===== src/rtl/irq_state_pkg.sv =====
package irq_state_pkg;

  // Action requested through the reserved special-register numbers
  typedef enum logic [1:0] {
    PS_NONE     = 2'd0,
    PS_ALL_ON   = 2'd1,
    PS_EE_OFF   = 2'd2,
    PS_NO_RECOV = 2'd3
  } pseudo_op_e;

  // Which source feeds the live state word this cycle
  typedef enum logic [2:0] {
    SRC_HOLD   = 3'd0,
    SRC_ENTRY  = 3'd1,
    SRC_RETURN = 3'd2,
    SRC_WRITE  = 3'd3,
    SRC_PSEUDO = 3'd4
  } word_src_e;

endpackage


===== src/rtl/pseudo_spr_decode.sv =====
module pseudo_spr_decode
  import irq_state_pkg::*;
#(
  parameter int SPRN_W      = 10,
  parameter int XLEN        = 32,
  parameter int SPR_ALL_ON  = 80,
  parameter int SPR_EE_OFF  = 81,
  parameter int SPR_NO_REC  = 82
) (
  input  logic              mt_valid,
  input  logic [SPRN_W-1:0] mt_sprn,
  input  logic [XLEN-1:0]   mt_data,
  input  logic              mf_valid,
  input  logic [SPRN_W-1:0] mf_sprn,
  output pseudo_op_e        op,
  output logic              mf_hit
);

  localparam logic [SPRN_W-1:0] N_ON  = SPRN_W'(SPR_ALL_ON);
  localparam logic [SPRN_W-1:0] N_OFF = SPRN_W'(SPR_EE_OFF);
  localparam logic [SPRN_W-1:0] N_NR  = SPRN_W'(SPR_NO_REC);

  // Reserved numbers act on the number alone; the data word is dropped.
  logic data_unused;
  assign data_unused = ^mt_data;

  function automatic logic is_reserved(input logic [SPRN_W-1:0] n);
    return (n == N_ON) || (n == N_OFF) || (n == N_NR);
  endfunction

  always_comb begin
    op = PS_NONE;
    if (mt_valid) begin
      unique case (mt_sprn)
        N_ON:    op = PS_ALL_ON;
        N_OFF:   op = PS_EE_OFF;
        N_NR:    op = PS_NO_RECOV;
        default: op = PS_NONE;
      endcase
    end
  end

  assign mf_hit = mf_valid && is_reserved(mf_sprn);

endmodule


===== src/rtl/state_word_reg.sv =====
module state_word_reg
  import irq_state_pkg::*;
#(
  parameter int XLEN   = 32,
  parameter int EE_BIT = 15,
  parameter int RI_BIT = 1
) (
  input  logic            clk,
  input  logic            rst,
  input  logic            exc_entry,
  input  logic            rfi,
  input  logic [XLEN-1:0] srr1_q,
  input  logic            msr_wr,
  input  logic [XLEN-1:0] msr_wdata,
  input  pseudo_op_e      op,
  output logic [XLEN-1:0] msr_q
);

  word_src_e       src;
  logic            ps_ee, ps_ri;
  logic [XLEN-1:0] nxt;

  // Fixed precedence: entry, return, general write, reserved-number write
  always_comb begin
    if (exc_entry)           src = SRC_ENTRY;
    else if (rfi)            src = SRC_RETURN;
    else if (msr_wr)         src = SRC_WRITE;
    else if (op != PS_NONE)  src = SRC_PSEUDO;
    else                     src = SRC_HOLD;
  end

  always_comb begin
    unique case (op)
      PS_ALL_ON:   begin ps_ee = 1'b1; ps_ri = 1'b1; end
      PS_EE_OFF:   begin ps_ee = 1'b0; ps_ri = 1'b1; end
      PS_NO_RECOV: begin ps_ee = 1'b0; ps_ri = 1'b0; end
      default:     begin ps_ee = 1'b0; ps_ri = 1'b0; end
    endcase
  end

  // Per-bit next value: the two control positions get their own rules
  for (genvar i = 0; i < XLEN; i++) begin : g_bit
    if (i == EE_BIT || i == RI_BIT) begin : g_ctl
      logic ps_val;
      assign ps_val = (i == EE_BIT) ? ps_ee : ps_ri;
      always_comb begin
        unique case (src)
          SRC_ENTRY:  nxt[i] = 1'b0;
          SRC_RETURN: nxt[i] = srr1_q[i];
          SRC_WRITE:  nxt[i] = msr_wdata[i];
          SRC_PSEUDO: nxt[i] = ps_val;
          default:    nxt[i] = msr_q[i];
        endcase
      end
    end else begin : g_plain
      always_comb begin
        unique case (src)
          SRC_RETURN: nxt[i] = srr1_q[i];
          SRC_WRITE:  nxt[i] = msr_wdata[i];
          default:    nxt[i] = msr_q[i];
        endcase
      end
    end
  end

  always_ff @(posedge clk) begin
    if (rst) msr_q <= '0;
    else     msr_q <= nxt;
  end

endmodule


===== src/rtl/save_pair_reg.sv =====
module save_pair_reg #(
  parameter int XLEN = 32,
  parameter int PC_W = 32
) (
  input  logic            clk,
  input  logic            rst,
  input  logic            exc_entry,
  input  logic [PC_W-1:0] exc_pc,
  input  logic [XLEN-1:0] msr_q,
  output logic [PC_W-1:0] srr0_q,
  output logic [XLEN-1:0] srr1_q
);

  // The live word is sampled before its own update, so the pre-entry
  // RI lands in the saved copy.
  always_ff @(posedge clk) begin
    if (rst) begin
      srr0_q <= '0;
      srr1_q <= '0;
    end else if (exc_entry) begin
      srr0_q <= exc_pc;
      srr1_q <= msr_q;
    end
  end

endmodule


===== src/rtl/event_out_reg.sv =====
module event_out_reg (
  input  logic clk,
  input  logic rst,
  input  logic ext_irq,
  input  logic ee,
  input  logic exc_entry,
  input  logic mf_hit,
  output logic ext_irq_fwd,
  output logic unimpl_trap
);

  always_ff @(posedge clk) begin
    if (rst) begin
      ext_irq_fwd <= 1'b0;
      unimpl_trap <= 1'b0;
    end else begin
      ext_irq_fwd <= ext_irq && ee && !exc_entry;
      unimpl_trap <= mf_hit;
    end
  end

endmodule


===== src/rtl/irq_state_ctl.sv =====
module irq_state_ctl
  import irq_state_pkg::*;
#(
  parameter int XLEN       = 32,
  parameter int PC_W       = 32,
  parameter int SPRN_W     = 10,
  parameter int EE_BIT     = 15,
  parameter int RI_BIT     = 1,
  parameter int SPR_ALL_ON = 80,
  parameter int SPR_EE_OFF = 81,
  parameter int SPR_NO_REC = 82
) (
  input  logic              clk,
  input  logic              rst,
  input  logic              mt_valid,
  input  logic [SPRN_W-1:0] mt_sprn,
  input  logic [XLEN-1:0]   mt_data,
  input  logic              mf_valid,
  input  logic [SPRN_W-1:0] mf_sprn,
  input  logic              exc_entry,
  input  logic [PC_W-1:0]   exc_pc,
  input  logic              rfi,
  input  logic              msr_wr,
  input  logic [XLEN-1:0]   msr_wdata,
  input  logic              ext_irq,
  output logic [XLEN-1:0]   msr_q,
  output logic              msr_ee,
  output logic              msr_ri,
  output logic [PC_W-1:0]   srr0_q,
  output logic [XLEN-1:0]   srr1_q,
  output logic              ext_irq_fwd,
  output logic              unimpl_trap
);

  pseudo_op_e op;
  logic       mf_hit;

  pseudo_spr_decode #(
    .SPRN_W(SPRN_W), .XLEN(XLEN),
    .SPR_ALL_ON(SPR_ALL_ON), .SPR_EE_OFF(SPR_EE_OFF), .SPR_NO_REC(SPR_NO_REC)
  ) u_dec (
    .mt_valid(mt_valid), .mt_sprn(mt_sprn), .mt_data(mt_data),
    .mf_valid(mf_valid), .mf_sprn(mf_sprn),
    .op(op), .mf_hit(mf_hit)
  );

  state_word_reg #(.XLEN(XLEN), .EE_BIT(EE_BIT), .RI_BIT(RI_BIT)) u_word (
    .clk(clk), .rst(rst), .exc_entry(exc_entry), .rfi(rfi),
    .srr1_q(srr1_q), .msr_wr(msr_wr), .msr_wdata(msr_wdata),
    .op(op), .msr_q(msr_q)
  );

  save_pair_reg #(.XLEN(XLEN), .PC_W(PC_W)) u_save (
    .clk(clk), .rst(rst), .exc_entry(exc_entry), .exc_pc(exc_pc),
    .msr_q(msr_q), .srr0_q(srr0_q), .srr1_q(srr1_q)
  );

  event_out_reg u_evt (
    .clk(clk), .rst(rst), .ext_irq(ext_irq), .ee(msr_q[EE_BIT]),
    .exc_entry(exc_entry), .mf_hit(mf_hit),
    .ext_irq_fwd(ext_irq_fwd), .unimpl_trap(unimpl_trap)
  );

  assign msr_ee = msr_q[EE_BIT];
  assign msr_ri = msr_q[RI_BIT];

endmodule


===== config.mk =====
export PLATFORM = sky130hd
export DESIGN_NAME = irq_state_ctl
export DESIGN_NICKNAME = d
export VERILOG_FILES = /design/src/rtl/irq_state_pkg.sv /design/src/rtl/pseudo_spr_decode.sv /design/src/rtl/state_word_reg.sv /design/src/rtl/save_pair_reg.sv /design/src/rtl/event_out_reg.sv /design/src/rtl/irq_state_ctl.sv
export SDC_FILE = /design/constraint.sdc
export NUM_CORES = 1
export LEC_CHECK = 0
export BUFFER_PORTS_ARGS = -buffer_cell sky130_fd_sc_hd__buf_2
export CAP_MARGIN = 30
export CORE_AREA = 4 4 90 114
export DETAILED_ROUTE_END_ITERATION = 12
export DIE_AREA = 0 0 94 118
export PLACE_DENSITY = 0.88
export SLEW_MARGIN = 5
export SYNTH_ARGS = -nofsm -noshare
export SYNTH_HDL_FRONTEND = slang
export SYNTH_SLANG_ARGS = --single-unit

===== constraint.sdc =====
create_clock -name clk -period 2.5 [get_ports clk]
set_clock_uncertainty 0.15 [all_clocks]
set_input_delay 0.5 -clock clk [delete_from_list [all_inputs] [get_ports clk]]
set_output_delay 0.5 -clock clk [all_outputs]
set_load 0.02 [all_outputs]

Yosys cells after proc, flatten, opt, wreduce, memory -nomap -nowiden
Cells that the tools add are included.
{"block": "classes", "n_eq_ne": 12, "reduce_logical": 10, "mux": 40}
{"cell": "equality test 10 x 7 -> 1 bit (second input constant)", "n": 6}
{"cell": "case mux 1 bit (2 select lines)", "n": 30}
{"cell": "two-way mux 3 bit", "n": 4}
{"cell": "case mux 1 bit (4 select lines)", "n": 2}
{"cell": "equality test 3 x 2 -> 1 bit (second input constant)", "n": 2}
{"cell": "case mux 2 bit (3 select lines)", "n": 1}
{"cell": "nonzero test 2 bit", "n": 2}
{"cell": "nonzero test 4 bit", "n": 1}
{"cell": "equality test 3 x 1 -> 1 bit (second input constant)", "n": 1}
{"cell": "equality test 3 bit (second input constant)", "n": 1}
{"cell": "logical AND 1 bit", "n": 3}
{"cell": "equality test 2 x 1 -> 1 bit (second input constant)", "n": 1}
{"cell": "equality test 2 bit (second input constant)", "n": 1}
{"cell": "logical OR 1 bit", "n": 2}
{"cell": "two-way mux 1 bit", "n": 2}
{"cell": "two-way mux 2 bit", "n": 1}
{"cell": "OR reduction 2 bit", "n": 1}
{"cell": "logical NOT 1 bit", "n": 1}
{"block": "totals", "output_inout_bits": 100, "wordCells": 68, "register_bits": 98}

Depth between registers and ports, before layout
Gate-level depths: netlist of run 1.
{"block": "logic_depth", "word_depth": 10, "mapped_depth": 7, "mapped_depth_nobuf": 7}

Modules after synthesis
From an unflattened synthesis of run 1, not the netlist that was laid out.
{"block": "unflattened", "hier_cells": 377, "hier_area_um2": 4202.8}
{"mod": "save_pair_reg", "cells_each": 206, "area_per_inst_um2": 2290.9, "instances": 1, "seq_area_each_um2": 1281.2}
{"mod": "state_word_reg", "cells_each": 156, "area_per_inst_um2": 1757.9, "instances": 1, "seq_area_each_um2": 640.6}
{"mod": "pseudo_spr_decode", "cells_each": 9, "area_per_inst_um2": 77.6, "instances": 1, "seq_area_each_um2": 0.0}
{"mod": "event_out_reg", "cells_each": 4, "area_per_inst_um2": 61.3, "instances": 1, "seq_area_each_um2": 40.0}
{"mod": "irq_state_ctl", "cells_each": 2, "area_per_inst_um2": 15.0, "instances": 1, "seq_area_each_um2": 0.0}

Worst setup path after synthesis of run 1
OpenSTA, ideal clock, no wires.
{"block": "synth_timing", "path_type": "input to register", "from": "in mt_sprn[7]", "to": "reg u_word.msr_q[1]", "arrival_time_ns": 2.041, "setup_slack_ns": 0.206, "stages": 7, "n_path_buf": 0, "setup_time_ns": 0.103, "path_cell_list": "nor4bb_1 nand4_1 or2_2 ha_1 or2_0 a21o_1 a2111oi_2"}
{"block": "synth_between", "elab_chain_len": 10}
{"element": "start, declared", "line": "irq_state_ctl.sv:16", "rtl": "input logic [SPRN_W-1:0] mt_sprn,"}
{"element": "equality test 10 x 7 -> 1 bit", "line": "pseudo_spr_decode.sv:34", "rtl": "unique case (mt_sprn)"}
{"element": "case mux 2 bit (3 select lines) *", "line": "pseudo_spr_decode.sv:34"}
{"element": "two-way mux 2 bit *", "line": "pseudo_spr_decode.sv:33", "rtl": "if (mt_valid) begin"}
{"element": "nonzero test 2 bit", "line": "state_word_reg.sv:28", "rtl": "else if (op != PS_NONE) src = SRC_PSEUDO;"}
{"element": "two-way mux 3 bit", "line": "state_word_reg.sv:28"}
{"element": "two-way mux 3 bit", "line": "state_word_reg.sv:27", "rtl": "else if (msr_wr) src = SRC_WRITE;"}
{"element": "two-way mux 3 bit", "line": "state_word_reg.sv:26", "rtl": "else if (rfi) src = SRC_RETURN;"}
{"element": "two-way mux 3 bit", "line": "state_word_reg.sv:25", "rtl": "if (exc_entry) src = SRC_ENTRY;"}
{"element": "equality test 3 bit, or another cell as far along", "line": "state_word_reg.sv:47", "rtl": "unique case (src)"}
{"element": "case mux 1 bit (4 select lines) / nonzero test 4 bit (equally long branches)"}
{"element": "end signal, assigned", "line": "state_word_reg.sv:68", "rtl": "else msr_q <= nxt;"}
{"element": "end, declared", "line": "state_word_reg.sv:16", "rtl": "output logic [XLEN-1:0] msr_q"}
Mark *: on every way between the ends. The rest lies on a longest branch, timed or not.
A chain may end at the register's enable or synchronous reset.

Final worst setup path of run 1
Ends and elaborated chain as after synthesis.

==> reports/qor.csv, run 1 <==
metric,value,unit
Mapped Area,3960,um2
largest net degree at the start of global routing,52,
Clock Tree Buf Depth,2,
Fmax,0.460,GHz
CP Max Fanout,3,
die area,11100,um2
hold wc startpoint,exc_pc[0],
CTS tree,yes,
setup TNS,0,ns
share of cells above drive strength 1,44.2,%
Fin. Hold Viols,0,
measured slew at the worst slew-check pin,0.710,ns
# DRC,0,
Seq. cell area,1960,um2
Final Util,57.5,%
CTS clock-pin slew for the worst setup and hold paths,0.07,ns
# nets final,682,
Overall Global Routing Usage,18.1,%
placement row count,39,
RSZ-0062 raised after global routing,false,
core box area,9080,um2
crit path from,mt_sprn[7],
gr ovfl total,0,
initial drt markers,116,
share of the synthesized area in the top cell type,49.6,%
"Period Utilization, post-route",87.0,%
Detailed Route WL,10300,um
vias in the first global route,3439,
area share of fa/ha/maj cells after synthesis,0.632,%
Worst Path Arrival,2.26,ns
Detail Route Antenna Nets,0,
hold crit path type,in2reg,
wire length per cell after detailed routing,15.1,um
Antenna diodes,0,
largest family of logic cells by synthesized area,multiplexers,
Clock Latency Late Sink,0.33,ns
first-pass GRT wire length,16400,um
main area contributors after synthesis,"dfxtp_1 50%, mux2i_1 16%, a211oi_2 9.5%, nor2_1 9.3%, o22ai_1 4.9%",
nature of the critical path startpoint,input pin,
chip height,118,um
first drt pass iteration count,4,
WS Path Type,in2reg,
"Hold-fix buffers, CTS",0,
Synth Area per Inst,10.4,um2
Die Width,94,um
share of power burned in registers,47.4,%
R2R depth,3,
Post-synth EDFFs,0,
CTS Sinks,98,
setup slack after layout,0.324,ns
simple-gate share of the synthesized area,11.7,%
clock period minus worst slack,2.18,ns
Ys Warns,0,
Critical R2R Capture,u_word.msr_q[1]$_SDFFE_PP0P_,
Lkg Pwr,2.56,nW
register bit count reported by yosys,98,
Post-Syn Nets,505,
Int Power,2.64,mW
post-route cell area,5220,um2
multiplexer share of the synthesized area,16.2,%
Fill cells,789,
Worst Hold Depth,3,
Post-Place Worst Slack,-0.0412,ns
fraction of power spent switching nets,26.8,%
Syn-to-layout area delta,31.8,%
Synth Area in XOR/XNOR,0.221,%
area of the multi-input gates,1770,um2
HPWL after detailed placement,7540,um
I/O pin cnt,224,
Async SR Flop Fraction,0,%
sequential fraction of the synthesis area,49.6,%
antenna violations before repair,0,
VDD IR-drop max,0.339,mV
initial core utilization,43.6,%
Yosys cell types,31,
Pins Over Slew Limit,0,
Max-cap violations,0,
max_slew headroom,52.7,%
P per Cell Area,691,nW/um2
CP endpoint,u_word.msr_q[1]$_SDFFE_PP0P_,
routability congestion estimate,0.755,
Gate power share,16.0,%
"commonest non-fill, non-tap cell in the layout",buf_2,
Synth Area in Compound Gates,15.9,%
clock root cell,clkbuf_16,
Critical R2R Launch,u_word.msr_q[1]$_SDFFE_PP0P_,
switching power total,0.964,mW
Worst Path Required,2.58,ns
post-CTS setup buffers,0,
I/O Buffers,191,
R2R setup slack,1.33,ns
vias post-DR,3462,
Syn Inst Count,379,
total CTS buffers,9,
dominant cell type by area after synthesis,dfxtp_1,
DP Area,4920,um2
Worst Setup End Kind,flip-flop,
final setup fails,0,
status,"complete, no violations",
power share of the clock group,36.7,%
predominant post-synthesis flop cell,dfxtp_1,
most frequent cells in the layout,"189 x buf_2, 98 x nor2_1, 98 x dfxtp_1, 64 x mux2i_1, 31 x o22ai_1",
H-tree level count,3,
# resized after CTS,0,
drt via density,5.06,
state kept, by name, indices dropped and copies added (netlist names):
name,cells
u_save.srr1_q,32
u_evt.ext_irq_fwd,1
u_save.srr0_q,32
u_word.msr_q,32
u_evt.unimpl_trap,1
worst max-delay path: stages:
cell       delay [ns]
buf_2            0.09
nor4bb_1         0.27
nand4_1          0.18
or2_2            0.31
ha_1             0.22
or2_0            0.22
a21o_1           0.18
a2111oi_2        0.27
through the flow:
step | instances | power, mW | hold slack (ns)
after floorplan | 379 | 2.12 | 0.392
after global placement | 668 | 2.30 | 0.317
after detailed placement | 668 | 2.32 | 0.329
after CTS | 684 | 3.64 | 0.241
after global routing | 684 | 3.77 | 0.248
final | 684 | 3.60 | 0.250
metal layers:
metal / track usage [%] / share of wire [%] / routed length (um) / vias up
li1: - / - / - / 1686
met1: 20.4 / 41 / 4200 / 1609
met2: 31.5 / 50 / 5220 / 143
met3: 5.31 / 6.4 / 660 / 24
met4: 6.87 / 2.4 / 248 / 0
met5: 0 / 0 / 0 / -
cell families after synthesis:
logic type / Yosys count
flops: 98
mux: 64
xor+xnor: 1
buf+inv: 35
fa+ha+maj: 2
simple gates: 112
compound gates: 67
cell usage after synthesis, drive strengths merged (2+ instances only):
cell type,count
a211oi,31
nor2,98
inv,2
mux2i,64
o22ai,31
clkbuf,6
a2111oi,2
ha,2
dfxtp,98
nand2b,2
nand2,2
nor4bb,2
buf,27
or2,2
worst min-delay path by stage:
| stage | slack [ns] | end |
|---|---|---|
| floorplan | 0.39 | u_evt.ext_irq_fwd$_SDFF_PP0_ |
| global placement | 0.32 | u_save.srr0_q[15]$_SDFFE_PP0P_ |
| detailed placement | 0.33 | u_save.srr0_q[30]$_SDFFE_PP0P_ |
| CTS | 0.24 | u_save.srr0_q[0]$_SDFFE_PP0P_ |
| global route | 0.25 | u_save.srr0_q[29]$_SDFFE_PP0P_ |
| finish | 0.25 | u_save.srr0_q[0]$_SDFFE_PP0P_ |
layout make-up:
class,count,area share (%)
repair buffers,199,19.8
inverters,2,0.144
well taps,123,2.95
clock inverters,3,0.432
flip-flops and latches,98,37.6
multi-input cells,246,33.9
clock buffers,13,5.18
power by group through the flow:
stage	Clock [mW]	Combinational [mW]	Sequential, mW
detailed placement	0	0.581	1.74
global placement	0	0.564	1.73
floorplan	0	0.277	1.84
global route	1.43	0.623	1.72
finish	1.32	0.576	1.71
CTS	1.35	0.582	1.71
(Power assumes the default switching activity.)
==> inputs of run 2 (changes only) <==
--- a/config.mk
+++ b/config.mk
@@ -10,7 +10,7 @@
 export CORE_AREA = 4 4 90 114
 export DETAILED_ROUTE_END_ITERATION = 12
 export DIE_AREA = 0 0 94 118
-export PLACE_DENSITY = 0.88
+export PLACE_DENSITY_LB_ADDON = 0.1
 export SLEW_MARGIN = 5
 export SYNTH_ARGS = -nofsm -noshare
 export SYNTH_HDL_FRONTEND = slang
==> run 2 against run 1 <==
Sequential cell count is the same. First-iteration DRC count shrank 28%. Utilization shrank 0.096 points. Fmax shrank 2.4%. Hold slack lost 0.0014 ns. Total power shrank 3.2%. Register-to-register slack gained 0.03 ns. Count of clock-buffer cells in the layout shrank 1. Sequential share of layout area grew 0.063 points. Routed wire length grew 3.5%. Final cell count grew 0.15%. Clock power shrank 9%.
==> reports/qor.csv, run 2 (same netlist as run 1, synthesis figures left out) <==
metric,value,unit,change
H-tree level count,3,,unchanged
DR WL met3,754,um,+14%
total CTS buffers,9,,unchanged
biggest regs,"u_save.srr0_q (32), u_save.srr1_q (32), u_word.msr_q (32)",,
"Period Utilization, post-route",89.2,%,+2.2 points
"commonest non-fill, non-tap cell in the layout",buf_2,,
Die Width,94,um,unchanged
Cells after DPL,672,,+0.60%
chip height,118,um,unchanged
share of power burned in registers,48.9,%,+1.5 points
max_slew headroom,52.3,%,-0.40 points
CP Max Fanout,4,,+1
final setup fails,0,,unchanged
RSZ-0062 raised after global routing,false,,
Worst Setup End Kind,flip-flop,,
core box area,9080,um2,unchanged
share of cells above drive strength 1,44.0,%,-0.26 points
Lkg Pwr,2.57,nW,+0.34%
Fmax,0.448,GHz,-2.4%
post-route cell area,5210,um2,-0.17%
WHS,0.248,ns,-0.00139 ns
max layer used,met4,,
Gate power share,16.7,%,+0.7 points
measured slew at the worst slew-check pin,0.716,ns,+0.00596 ns
I/O Buffers,191,,unchanged
DRT met1 WL,4450,um,+5.9%
R2R setup slack,1.36,ns,+0.03 ns
Overall Global Routing Usage,19.5,%,+1.4 points
wire length per cell after detailed routing,15.6,um,+3.3%
switching power total,0.942,mW,-2.3%
clock period minus worst slack,2.23,ns,+0.0540 ns
Fin. Hold Viols,0,,unchanged
DR WL met2,5270,um,+1.1%
Critical Path Max Stage Delay,0.31,ns,about the same
Clock Tree Buf Depth,2,,unchanged
post-CTS setup buffers,0,,unchanged
vias post-DR,3409,,-1.5%
total power,3.49,mW,-3.2%
CTS clock-pin slew for the worst setup and hold paths,0.06,ns,about the same
# nets final,686,,+0.59%
fraction of power spent switching nets,27.0,%,+0.23 points
I/O pin cnt,224,,unchanged
VDD IR-drop max,0.436,mV,+28%
Detailed Route WL,10700,um,+3.5%
# resized after CTS,0,,unchanged
placement row count,39,,unchanged
most frequent cells in the layout,"189 x buf_2, 98 x nor2_1, 98 x dfxtp_1, 64 x mux2i_1, 31 x o22ai_1",,
nature of the critical path startpoint,input pin,,
Detail Route Antenna Nets,0,,unchanged
Max-cap violations,0,,unchanged
largest net degree at the start of global routing,37,,-29%
DP Area,4960,um2,+0.86%
initial core utilization,43.6,%,unchanged
drt via density,4.98,,-1.7%
Worst Path Required,2.59,ns,about the same
Syn-to-layout area delta,31.6,%,
first-pass GRT wire length,17400,um,+6.2%
antenna violations before repair,0,,unchanged
first drt pass iteration count,4,,unchanged
status,"complete, no violations",,
CTS Sinks,98,,unchanged
HPWL after detailed placement,7590,um,+0.77%
Int Power,2.55,mW,-3.5%
critical path's slowest cell,or2_2,,
routability congestion estimate,0.749,,-0.89%
vias in the first global route,3549,,+3.2%
die area,11100,um2,unchanged
CTS tree,yes,,
"Critical Path, Cell by Cell",buf_2 -> nor4bb_1 -> nand4_1 -> or2_2 -> ha_1 -> or2_0 -> a21o_1 -> a2111oi_2,,
initial drt markers,83,,-28%
setup slack after layout,0.270,ns,-0.0540 ns
Clock Latency Late Sink,0.33,ns,about the same
Layout Cells excl Fill,685,,+0.15%
"Hold-fix buffers, CTS",0,,unchanged
WS Path Type,in2reg,,
hold crit path type,in2reg,,
# DRC,0,,unchanged
gr ovfl total,0,,unchanged
Worst Path Arrival,2.32,ns,+0.06 ns
clock root cell,clkbuf_16,,
power share of the clock group,34.4,%,-2.3 points
Pins Over Slew Limit,0,,unchanged
Antenna diodes,0,,unchanged
Post-Place Worst Slack,-0.0961,ns,-0.0549 ns
P per Cell Area,670,nW/um2,-3.0%
run 2: cell count changes in the layout (fill, tap and decap cells not counted), sizes merged:
cell,previous run,this run
buf,199,203
clkinvlp,3,0
clkbuf,13,12
clkinv,0,1
run 2: per-layer routing:
metal  global-route usage [%]  vias to the layer above
li1                         -                     1689
met1                     23.3                     1585
met2                     33.1                      121
met3                     4.41                       14
met4                     7.95                        0
met5                        0                        -
run 2: final cells by class:
| class | count | area [um2] |
|---|---|---|
| Fill cell | 861 | 3870 |
| Sequential cell | 98 | 1960 |
| Multi-Input combinational cell | 246 | 1770 |
| Timing Repair Buffer | 203 | 1080 |
| Clock buffer | 12 | 236 |
| Tap cell | 123 | 154 |
| Inverter | 2 | 7.51 |
| Clock inverter | 1 | 5.00 |
run 2: power by group through the flow:
stage / registers, mW / logic, mW / clock network [mW]
global route: 1.72 / 0.636 / 1.28
floorplan: 1.84 / 0.277 / 0
global placement: 1.74 / 0.581 / 0
finish: 1.71 / 0.584 / 1.20
CTS: 1.71 / 0.591 / 1.22
detailed placement: 1.74 / 0.590 / 0
run 2: through the flow:
stage / util (%) / TNS [ns]
finish: 57.4 / 0
floorplan: - / 0
detailed placement: 54.7 / -0.0961
CTS: 57.4 / 0
global route: 57.4 / 0
global placement: 54.7 / -0.0228
run 2: worst max-delay path: cells and delay by family:
family          cells  cell delay [ns]
compound gates      2             0.46
fa+ha+maj           1             0.24
buf+inv             1             0.10
simple gates        4             1.02
run 2: worst paths after layout:
check,from,cells after the start,end
max,mt_sprn[7],8,u_word.msr_q[1]$_SDFFE_PP0P_
min,exc_pc[15],3,u_save.srr0_q[15]$_SDFFE_PP0P_
max reg2reg,u_word.msr_q[1]$_SDFFE_PP0P_,3,u_word.msr_q[1]$_SDFFE_PP0P_
min reg2reg,u_save.srr0_q[4]$_SDFFE_PP0P_,2,u_save.srr0_q[4]$_SDFFE_PP0P_
==> inputs of run 3 (changes only) <==
--- a/config.mk
+++ b/config.mk
@@ -5,11 +5,12 @@
 export SDC_FILE = /design/constraint.sdc
 export NUM_CORES = 1
 export LEC_CHECK = 0
+export ABC_AREA = 1
 export BUFFER_PORTS_ARGS = -buffer_cell sky130_fd_sc_hd__buf_2
 export CAP_MARGIN = 30
-export CORE_AREA = 4 4 90 114
+export CORE_AREA = 4 4 99 101
 export DETAILED_ROUTE_END_ITERATION = 12
-export DIE_AREA = 0 0 94 118
+export DIE_AREA = 0 0 103 105
 export PLACE_DENSITY_LB_ADDON = 0.1
 export SLEW_MARGIN = 5
 export SYNTH_ARGS = -nofsm -noshare
==> run 3 against run 2 <==
Sequential power is essentially flat. Hold slack lost 0.046 ns. Fmax grew 34%. Routed wire length grew 4.3%. Synthesized cell count grew 34%. Synthesized area shrank 2.7%. Final cell count grew 16%. Via count grew 15%. Non-clock buffer count shrank 4. Utilization shrank 1.9 points. Count of clock-buffer cells in the layout shrank 2. Sequential cell count is the same. Largest cell class unchanged.
==> reports/qor.csv, run 3 <==
metric,value,unit,change
status,"complete, no violations",,
core box area,9020,um2,-0.61%
hold crit path type,in2reg,,
Hold Crit Endpoint,u_save.srr0_q[17]$_SDFFE_PP0P_,,
die area,10800,um2,-2.5%
first-pass GRT wire length,17300,um,about the same
Int Power,2.25,mW,-12%
sequential fraction of the synthesis area,50.9,%,+1.4 points
share of power burned in registers,53.5,%,+4.6 points
RSZ-0062 raised after global routing,false,,
Yosys cell types,22,,-29%
Antenna diodes,0,,unchanged
nature of the critical path startpoint,input pin,,
Worst Setup End Kind,flip-flop,,
Async SR Flop Fraction,0,%,unchanged
DR WL met3,813,um,+7.8%
Detail Route Antenna Nets,0,,unchanged
"Period Utilization, post-route",66.4,%,-23 points
Overall Global Routing Usage,19.9,%,+0.46 points
most frequent cells in the layout,"191 x buf_2, 165 x nor2_1, 98 x dfxtp_1, 89 x o21ai_0, 31 x a21oi_1",,
first drt pass iteration count,4,,unchanged
Post-Syn Nets,632,,+25%
# DRC,0,,unchanged
CTS Sinks,98,,unchanged
R2R depth,3,,unchanged
Ys Warns,0,,unchanged
clock root cell,clkbuf_8,,
Worst Hold Depth,3,,unchanged
Lkg Pwr,2.50,nW,-2.9%
Worst Path Required,2.65,ns,+0.06 ns
Worst Path Arrival,1.81,ns,-0.51 ns
fraction of power spent switching nets,30.5,%,+3.6 points
"commonest non-fill, non-tap cell in the layout",buf_2,,
main area contributors after synthesis,"dfxtp_1 51%, nor2_1 16%, o21ai_0 12%, o21bai_1 4.9%, a21oi_1 4.0%",,
switching power total,0.990,mW,+5.1%
share of cells above drive strength 1,32.7,%,-11 points
HPWL after detailed placement,7690,um,+1.2%
drt via density,4.93,,-1.0%
predominant post-synthesis flop cell,dfxtp_1,,
initial drt markers,173,,+110%
chip height,105,um,-11%
vias post-DR,3916,,+15%
Detailed Route WL,11200,um,+4.3%
measured slew at the worst slew-check pin,0.454,ns,-0.263 ns
CTS clock-pin slew for the worst setup and hold paths,0.10,ns,+0.04 ns
vias in the first global route,3633,,+2.4%
H-tree level count,3,,unchanged
Pins Over Slew Limit,0,,unchanged
Clock Latency Late Sink,0.36,ns,+0.03 ns
Syn-to-layout area delta,29.9,%,
Post-synth EDFFs,0,,unchanged
antenna violations before repair,0,,unchanged
Die Width,103,um,+9.6%
# resized after CTS,0,,unchanged
post-CTS setup buffers,0,,unchanged
Clock Tree Buf Depth,2,,unchanged
hold wc startpoint,exc_pc[17],,
I/O pin cnt,224,,unchanged
total CTS buffers,9,,unchanged
"top cells by count, synth","165 x nor2_1, 98 x dfxtp_1, 89 x o21ai_0",,
total power,3.24,mW,-7.1%
P per Cell Area,648,nW/um2,-3.3%
WHS,0.202,ns,-0.0464 ns
setup TNS,0,ns,unchanged
CTS tree,yes,,
Critical R2R Launch,u_save.srr1_q[24]$_SDFFE_PP0P_,,
Max-cap violations,0,,unchanged
placement row count,35,,-10%
largest net degree at the start of global routing,54,,+46%
register bit count reported by yosys,98,,unchanged
max_slew headroom,69.8,%,+18 points
most frequent cell after synthesis,nor2_1,,
power share of the clock group,28.1,%,-6.3 points
Fmax,0.602,GHz,+34%
Critical R2R Capture,u_word.msr_q[24]$_SDFFE_PP0P_,,
share of the synthesized area in the top cell type,50.9,%,+1.4 points
gr ovfl total,0,,unchanged
Syn Inst Count,506,,+34%
dominant cell type by area after synthesis,dfxtp_1,,
Mapped Area,3850,um2,-2.7%
final setup fails,0,,unchanged
Final Util,55.5,%,-1.9 points
clock period minus worst slack,1.66,ns,-0.569 ns
DR WL met2,5300,um,+0.47%
biggest regs,"u_save.srr0_q (32), u_save.srr1_q (32), u_word.msr_q (32)",,
"Hold-fix buffers, CTS",0,,unchanged
CP Max Fanout,2,,-2
# nets final,806,,+17%
VDD IR-drop max,0.314,mV,-28%
I/O Buffers,191,,unchanged
routability congestion estimate,0.797,,+6.5%
R2R setup slack,1.58,ns,+0.22 ns
initial core utilization,42.7,%,-0.90 points
DRT met1 WL,4860,um,+9.2%
WS Path Type,in2reg,,
max layer used,met4,,
Gate power share,18.4,%,+1.7 points
wire length per cell after detailed routing,14.0,um,-10%
Synth Area per Inst,7.61,um2,-27%
Fin. Hold Viols,0,,unchanged
==> run 3: changes by cell type in the layout (fill, tap and decap cells not counted), sizes merged, moves of 4 or more <==
cell    previous run  this run
nand3              0        15
o21ai              0        93
a211oi            31         0
a21oi              1        31
o22ai             31         0
nor2              98       168
o21bai             0        25
buf              203       199
inv                2        13
mux2i             64         0
nand2              2        18
==> run 3: how the worst max path moves through the flow <==
stage | from | end | slack [ns] | cells past startpoint
CTS | mt_sprn[3] | u_word.msr_q[1]$_SDFFE_PP0P_ | 0.84 | 10
detailed placement | mt_sprn[3] | u_word.msr_q[1]$_SDFFE_PP0P_ | 0.46 | 10
finish | mt_sprn[3] | u_word.msr_q[1]$_SDFFE_PP0P_ | 0.84 | 10
floorplan | mt_sprn[3] | u_word.msr_q[15]$_SDFFE_PP0P_ | 0.65 | 9
global placement | mt_sprn[3] | u_word.msr_q[15]$_SDFFE_PP0P_ | 0.47 | 10
global route | mt_sprn[3] | u_word.msr_q[1]$_SDFFE_PP0P_ | 0.72 | 10
==> run 3: cells by family after synthesis <==
| kind of cell | synth area share (%) |
|---|---|
| flip-flops | 50.9 |
| AO/OA/AOI/OAI | 21.0 |
| AND/OR/NAND/NOR | 21.8 |
| buffers and inverters | 5.65 |
| adder cells (fa/ha/maj) | 0.649 |
==> run 3: worst max-delay path, cell delays in order <==
cell     delay, ns
buf_2         0.09
or2_2         0.29
nor3_1        0.16
nand3_1       0.11
ha_1          0.23
nor2_1        0.13
nand3_1       0.09
nand3_1       0.09
nor2_1        0.04
nor2_1        0.07
==> run 3: routing by layer <==
layer | global-route usage, % | vias up
met3 | 4.41 | 15
met5 | 0 | -
li1 | - | 2005
met2 | 32.6 | 120
met4 | 6.57 | 0
met1 | 25.6 | 1776
==> run 3: area by class of cell <==
cell class	count	area (um2)
well taps	111	139
clock inverters	5	40.0
repair buffers	199	1020
clock buffers	10	128
multi-input cells	360	1670
inverters	12	47.5
flip-flops and latches	98	1960
fillers	892	4020
==> run 3: per-stage QoR <==
step / worst slack [ns] / instance area [um2] / std cells
2_1_floorplan: 0.652 / 3850 / 506
3_3_place_gp: 0.473 / 4840 / 780
3_5_place_dp: 0.462 / 4840 / 780
4_1_cts: 0.841 / 5000 / 795
5_1_grt: 0.716 / 5000 / 795
6_report: 0.839 / 5000 / 795
==> run 3: power by group through the flow <==
| stage | clock (mW) | combinational (mW) | sequential (mW) |
|---|---|---|---|
| 6_report | 0.910 | 0.598 | 1.73 |
| 5_1_grt | 0.997 | 0.664 | 1.75 |
| 4_1_cts | 0.944 | 0.606 | 1.73 |
| 3_5_place_dp | 0 | 0.604 | 1.77 |
| 3_3_place_gp | 0 | 0.593 | 1.77 |
| 2_1_floorplan | 0 | 0.234 | 1.89 |
